File: config.mk
export PLATFORM = sky130hd
export DESIGN_NAME = sar_seq_ctrl
export DESIGN_NICKNAME = d
export VERILOG_FILES = /design/src/rtl/sar_seq_pkg.sv /design/src/rtl/sar_clk_tick.sv /design/src/rtl/sar_bit_engine.sv /design/src/rtl/sar_seq_ctrl.sv
export SDC_FILE = /design/constraint.sdc
export NUM_CORES = 1
export LEC_CHECK = 0
export CORE_ASPECT_RATIO = 2
export CORE_MARGIN = 5
export CORE_UTILIZATION = 56
export DETAILED_ROUTE_END_ITERATION = 10
export PLACE_DENSITY = 0.81
export SLEW_MARGIN = 20
export SYNTH_ARGS = -nofsm -noshare
export SYNTH_HDL_FRONTEND = slang
export SYNTH_HIERARCHICAL = 1
export SYNTH_SLANG_ARGS = --single-unit
File: constraint.sdc
create_clock -name clk -period 3.18 [get_ports clk]
set_clock_uncertainty 0.15 [all_clocks]
set_input_delay 0.636 -clock clk [delete_from_list [all_inputs] [get_ports clk]]
set_output_delay 0.636 -clock clk [all_outputs]
set_load 0.02 [all_outputs]
File: src/rtl/sar_seq_pkg.sv
package sar_seq_pkg;
    typedef enum logic [2:0] {
        ST_IDLE   = 3'd0,
        ST_ACQ    = 3'd1,
        ST_SETTLE = 3'd2,
        ST_CONV   = 3'd3,
        ST_LOAD   = 3'd4,
        ST_WAITP  = 3'd5
    } seq_state_e;
endpackage

File: src/rtl/sar_clk_tick.sv
module sar_clk_tick #(
    parameter int DIV_W = 6
) (
    input  logic             clk,
    input  logic             rst_n,
    input  logic [DIV_W-1:0] div_sel,
    input  logic             alt_sel,
    input  logic             alt_clk,
    input  logic             restart,
    output logic             tick_mid,
    output logic             tick_end
);
    localparam int CNT_W = DIV_W + 1;

    typedef struct packed {
        logic [CNT_W-1:0] cnt;
        logic             alt_q;
    } tick_t;

    tick_t q, d;
    logic [CNT_W-1:0] last_cnt;
    logic             div_mid, div_end, alt_rise, alt_fall;

    always_comb begin
        last_cnt = {div_sel, 1'b1};
        div_mid  = (q.cnt == {1'b0, div_sel});
        div_end  = (q.cnt == last_cnt);
        alt_rise = alt_clk && !q.alt_q;
        alt_fall = !alt_clk && q.alt_q;
        tick_mid = alt_sel ? alt_fall : div_mid;
        tick_end = alt_sel ? alt_rise : div_end;

        d       = q;
        d.alt_q = alt_clk;
        if (restart || div_end) d.cnt = '0;
        else                    d.cnt = q.cnt + CNT_W'(1);
    end

    always_ff @(posedge clk or negedge rst_n) begin
        if (!rst_n) q <= '0;
        else        q <= d;
    end

    a_r1_mid_end_apart: assert property (@(posedge clk) disable iff (!rst_n)
        tick_end |-> !tick_mid);
    a_r1_end_spacing: assert property (@(posedge clk) disable iff (!rst_n)
        tick_end |=> (!tick_end || alt_sel != $past(alt_sel) || div_sel != $past(div_sel)));
endmodule

File: src/rtl/sar_bit_engine.sv
module sar_bit_engine #(
    parameter int RES_W = 12
) (
    input  logic             clk,
    input  logic             rst_n,
    input  logic             init,
    input  logic             active,
    input  logic             tick_mid,
    input  logic             tick_end,
    input  logic             cmp_in,
    output logic [RES_W-1:0] code,
    output logic             last
);
    localparam logic [RES_W-1:0] TOP_BIT = {1'b1, {(RES_W-1){1'b0}}};

    typedef struct packed {
        logic [RES_W-1:0] trial;
        logic [RES_W-1:0] mask;
        logic             cmp;
    } sar_t;

    sar_t q, d;
    logic [RES_W-1:0] kept, next_mask;

    always_comb begin
        d         = q;
        kept      = q.cmp ? q.trial : (q.trial & ~q.mask);
        next_mask = q.mask >> 1;
        if (init) begin
            d.trial = TOP_BIT;
            d.mask  = TOP_BIT;
            d.cmp   = 1'b0;
        end else if (active) begin
            if (tick_mid) d.cmp = cmp_in;
            if (tick_end) begin
                d.trial = kept | next_mask;
                d.mask  = next_mask;
            end
        end
        code = q.trial;
        last = q.mask[0];
    end

    always_ff @(posedge clk or negedge rst_n) begin
        if (!rst_n) q <= '0;
        else        q <= d;
    end

    a_r3_mask_onehot: assert property (@(posedge clk) disable iff (!rst_n)
        $onehot0(q.mask));
    a_r3_msb_dropped: assert property (@(posedge clk) disable iff (!rst_n)
        (active && !init && tick_end && !q.cmp && q.mask[RES_W-1]) |=> !code[RES_W-1]);
endmodule

File: src/rtl/sar_seq_ctrl.sv
module sar_seq_ctrl
    import sar_seq_pkg::*;
#(
    parameter int RES_W    = 12,
    parameter int OUT_W    = 16,
    parameter int ACQ_W    = 13,
    parameter int DIV_W    = 6,
    parameter int SETTLE_N = 2
) (
    input  logic             clk,
    input  logic             rst_n,
    input  logic [DIV_W-1:0] clk_div_sel,
    input  logic             alt_clk_sel,
    input  logic             alt_clk,
    input  logic [ACQ_W-1:0] acq_count,
    input  logic             go_set,
    input  logic             trig,
    input  logic             go_clr,
    input  logic             cont_en,
    input  logic             dbl_en,
    input  logic             fmt_right,
    input  logic             stop_on_thr,
    input  logic             thr_flag,
    input  logic             post_done,
    input  logic             done_clr,
    input  logic             cmp_in,
    output logic             go,
    output logic             sample_sw,
    output logic [RES_W-1:0] dac_code,
    output logic [OUT_W-1:0] result,
    output logic [RES_W:0]   diff_out,
    output logic             done_flag
);
    localparam int PAD = OUT_W - RES_W;

    typedef struct packed {
        seq_state_e       st;
        logic             go;
        logic             sw;
        logic [ACQ_W-1:0] cnt;
        logic             second;
        logic [RES_W-1:0] first;
        logic [OUT_W-1:0] res;
        logic [RES_W:0]   diff;
        logic             done;
    } seq_t;

    seq_t q, d;
    logic             tick_mid, tick_end, enter_acq, sar_init, sar_last;
    logic [RES_W-1:0] sar_code;

    sar_clk_tick #(.DIV_W(DIV_W)) tick_i (
        .clk(clk), .rst_n(rst_n), .div_sel(clk_div_sel), .alt_sel(alt_clk_sel),
        .alt_clk(alt_clk), .restart(enter_acq), .tick_mid(tick_mid), .tick_end(tick_end)
    );

    sar_bit_engine #(.RES_W(RES_W)) sar_i (
        .clk(clk), .rst_n(rst_n), .init(sar_init), .active(q.st == ST_CONV),
        .tick_mid(tick_mid), .tick_end(tick_end), .cmp_in(cmp_in),
        .code(sar_code), .last(sar_last)
    );

    always_comb begin
        d         = q;
        enter_acq = 1'b0;
        sar_init  = 1'b0;
        if (done_clr) d.done = 1'b0;

        case (q.st)
            ST_IDLE: begin
                if (!q.go && (go_set || trig)) begin
                    d.go      = 1'b1;
                    d.st      = ST_ACQ;
                    d.sw      = 1'b1;
                    d.cnt     = acq_count;
                    enter_acq = 1'b1;
                end
            end
            ST_ACQ, ST_SETTLE, ST_CONV: begin
                if (tick_end) begin
                    if (!q.go) begin
                        d.st     = ST_IDLE;
                        d.sw     = 1'b0;
                        d.second = 1'b0;
                    end else if (q.st == ST_ACQ) begin
                        if (q.cnt <= ACQ_W'(1)) begin
                            d.st  = ST_SETTLE;
                            d.sw  = 1'b0;
                            d.cnt = ACQ_W'(SETTLE_N - 1);
                        end else begin
                            d.cnt = q.cnt - ACQ_W'(1);
                        end
                    end else if (q.st == ST_SETTLE) begin
                        if (q.cnt == '0) begin
                            d.st     = ST_CONV;
                            sar_init = 1'b1;
                        end else begin
                            d.cnt = q.cnt - ACQ_W'(1);
                        end
                    end else if (sar_last) begin
                        d.st = ST_LOAD;
                    end
                end
            end
            ST_LOAD: begin
                if (!q.go) begin
                    d.st     = ST_IDLE;
                    d.second = 1'b0;
                end else begin
                    d.res  = fmt_right ? {{PAD{1'b0}}, sar_code} : {sar_code, {PAD{1'b0}}};
                    d.done = 1'b1;
                    if (dbl_en && !q.second) begin
                        d.first  = sar_code;
                        d.second = 1'b1;
                        if (cont_en) begin
                            d.st      = ST_ACQ;
                            d.sw      = 1'b1;
                            d.cnt     = acq_count;
                            enter_acq = 1'b1;
                        end else begin
                            d.go = 1'b0;
                            d.st = ST_IDLE;
                        end
                    end else begin
                        if (dbl_en) d.diff = {1'b0, sar_code} - {1'b0, q.first};
                        d.second = 1'b0;
                        if (cont_en) begin
                            d.st = ST_WAITP;
                        end else begin
                            d.go = 1'b0;
                            d.st = ST_IDLE;
                        end
                    end
                end
            end
            ST_WAITP: begin
                if (!q.go) begin
                    d.st = ST_IDLE;
                end else if (post_done) begin
                    if (stop_on_thr && thr_flag) begin
                        d.go = 1'b0;
                        d.st = ST_IDLE;
                    end else begin
                        d.st      = ST_ACQ;
                        d.sw      = 1'b1;
                        d.cnt     = acq_count;
                        enter_acq = 1'b1;
                    end
                end
            end
            default: d.st = ST_IDLE;
        endcase

        if (go_clr) d.go = 1'b0;
    end

    always_ff @(posedge clk or negedge rst_n) begin
        if (!rst_n) q <= '{st: ST_IDLE, default: '0};
        else        q <= d;
    end

    assign go        = q.go;
    assign sample_sw = q.sw;
    assign dac_code  = sar_code;
    assign result    = q.res;
    assign diff_out  = q.diff;
    assign done_flag = q.done;

    a_r5_done_sticky: assert property (@(posedge clk) disable iff (!rst_n)
        (q.done && !done_clr) |=> q.done);
    a_r4_done_after_load: assert property (@(posedge clk) disable iff (!rst_n)
        $rose(q.done) |-> $past(q.st == ST_LOAD));
    a_r2_switch_open: assert property (@(posedge clk) disable iff (!rst_n)
        (q.st == ST_SETTLE || q.st == ST_CONV) |-> !sample_sw);
    a_r10_left_pad: assert property (@(posedge clk) disable iff (!rst_n)
        (q.st == ST_LOAD && q.go && !fmt_right) |=> (result[PAD-1:0] == '0));
    a_r10_right_pad: assert property (@(posedge clk) disable iff (!rst_n)
        (q.st == ST_LOAD && q.go && fmt_right) |=> (result[OUT_W-1:RES_W] == '0));
    a_r11_abort_no_done: assert property (@(posedge clk) disable iff (!rst_n)
        (!q.go && (q.st == ST_ACQ || q.st == ST_SETTLE || q.st == ST_CONV)) |=> !$rose(q.done));
endmodule

==> metrics.txt <==
Antenna diodes 0; Rel. slew slack a little under half; vias in the first global route 4,665; max-cap viol count 0; antenna viol nets, final 0; CTS Sinks 94; CP startpoint kind input pin; first-pass GRT wire length roughly 23,000 µm; All-Layer GR Usage roughly 23%; CP endpoint kind register; Core Box Area around 10,000 µm²; crit path max fanout 37; Synth Area in Adders under 10%; clk_lat worst skew 350 ps; gpl congestion 0.934; cell count after synthesis 611; Yosys warnings 6; post-route insts no fill 781; status complete, no violations; Routed WL roughly 14,000 µm; Worst EP required about 3300 ps; Clk pin slew, worst setup/hold paths ~80 ps; setup TNS 0 ps; Synth top cells by count dfrtp_1 (94), nand2_1 (60), buf_4 (46); Syn-to-layout area delta 14.1%; mean number of vias per cell approximately 6.0; multiplexer area fraction after synthesis around 3.5%; CTS Buf Count 9; count leader, synth dfrtp_1; register area share after synthesis approximately two fifths; PnR worst setup slack 372 ps; number of buffers inserted by port buffering between 70 and 80; CTS tree yes; num rows 53; per-cell routed wire length roughly 18 µm; Finished Core Util ~64%; Final Max Slew Viols 0; Ports a little under 80; hold buffer count at cts 0; Synth Area per Inst between 9 and 10 µm²; synthesized net count about 660; Yosys cell types slightly above 70; post-synthesis compound-gate area fraction about 22%; worst hold slack around 220 ps; largest net degree at the start of global routing 60; met2 wire len ~7600 µm; FMAX between 0.3 and 0.4 GHz; Die Wd 82.5 µm; clk root buf clkbuf_16; flops & latches, synth between 90 and 100; gr ovfl total 0; Worst Max-Slew Pin Slew 798 ps; Simple-Gate Fraction of Synth Area roughly 17%; Fin. Hold Viols 0; Vias about 4.7k; DRC viols 0; routed wl met3 approximately 550 µm; dominant cell type by area after synthesis dfrtp_1; Leak 2.93 nW; drt initial violations between 100 and 150; Final #Nets a little under 700; Post-Place Setup Slack ~11 ps; synth top area cells dfrtp_1 (40%), buf_4 (5.9%), nand2_1 (3.8%), o21ai_0 (3.7%), ha_1 (3.2%); Metal-1 WL roughly 5000 µm; Design Power between 3 and 4 mW; Crit path arrival time 2880 ps; Post-Synth XOR/XNOR Area under 10%; worst min path class in -> async; kind of critical path in -> reg; min cycle time layout 2810 ps; deepest clock path buffer count 2; Post-CTS Resized 0; Post-synth top flop dfrtp_1; initial antenna violation count 0; uppermost layer routed met4; HPWL Detailed 10,300 µm; Setup Fix Bufs, Post-CTS 0; DR pass1 iterations 4; share of cells above drive strength 1 between 10% and 20%; Placed Cells around 770; top-area cell type share of the netlist area 40.0%; # H-tree levels 3; Die ar. around 13,000 µm²; maximum vdd drop ~0.39 mV; Post-synth EDFFs 0; Power Dens Cells between 500 and 600 nW/µm²; post-synthesis instance area 5880 µm²; RSZ-0062 raised after global routing false; largest family of logic cells by synthesized area compound AO/OA/AOI/OAI gates; Die H between 150 and 200 µm; Initial Util 56.5%; fin area about 6700 µm²; Setup Viol. Count Final 0; DP Area around 6400 µm²; Final period util about nine tenths; FFs w/ async S/R, synth 100%
-- final timing paths --
kind | startpoint | slack (ps) | end | cells after the start
max | clk_div_sel[0] | 370 | sar_i/code[4] | 9
min | rst_n | 220 | sar_i/next_mask[9] | 1
min in group clk | result[2] | 320 | result[2] | 2
max reg2reg | sar_i/code[0] | 540 | diff_out[12] | 9
min reg2reg | result[2] | 320 | result[2] | 2
max in group asynchronous | rst_n | 1980 | q[41] | 2
-- critical path, cell delays in order --
cell	delay [ps]
clkdlybuf4s50_1	460
xnor2_1	210
and4_4	290
a31o_1	190
buf_4	330
and4_1	300
buf_12	220
nand2b_1	160
o22ai_2	70
-- layout by cell type, fill, tap and decap left out, types with 12 or more instances in the layout --
cell type        netlist  final
dfrtp_1               94     94
clkdlybuf4s50_1        0     76
nand2_1               60     60
o21ai_0               43     43
inv_1                 26     26
nor2_1                24     23
a21oi_1               20     20
nand3_1               20     20
nand2b_1              15     15
ha_1                  15     15
a22o_1                14     14
buf_4                 46     14
nor3_1                13     13
a21oi_2               13     13
a21bo_1               12     12
-- registers in the layout, summed over array words and instances (netlist names) --
register	count
diff_out	13
done_flag	1
go	1
q	29
result	16
sample_sw	1
sar_i/code	12
sar_i/last	1
sar_i/next_mask	11
sar_i/q	1
tick_i/q	8
-- power breakdown --
group          total [mW]  internal, mW  switching (mW)
Combinational        1.02         0.459           0.563
Clock                1.06         0.549           0.513
Sequential           1.54          1.32           0.216
Total                3.62          2.33            1.29
-- area by class of cell --
class | count | area, µm²
Fill cell | 872 | 3700
Timing Repair Buffer | 93 | 926
Clock inverter | 7 | 62.6
Multi-Input combinational cell | 415 | 2880
Tap cell | 137 | 171
Inverter | 26 | 97.6
Sequential cell | 94 | 2350
Clock buffer | 9 | 225
-- logic make-up (layout without fill, tap and decap cells) --
family / after synthesis / count (layout)
AO/OA/AOI/OAI: 178 / 178
XOR/XNOR: 18 / 18
adder cells (fa/ha/maj): 16 / 16
buffers and inverters: 102 / 135
flip-flops: 94 / 94
multiplexers: 19 / 19
AND/OR/NAND/NOR: 184 / 184
-- metal layers --
layer / GRT usage [%] / vias up
li1: - / 2203
met1: 24.7 / 2293
met2: 41.3 / 138
met3: 2.67 / 48
met4: 13.5 / 0
met5: 0 / -
Power figures use the tool's default switching activity.
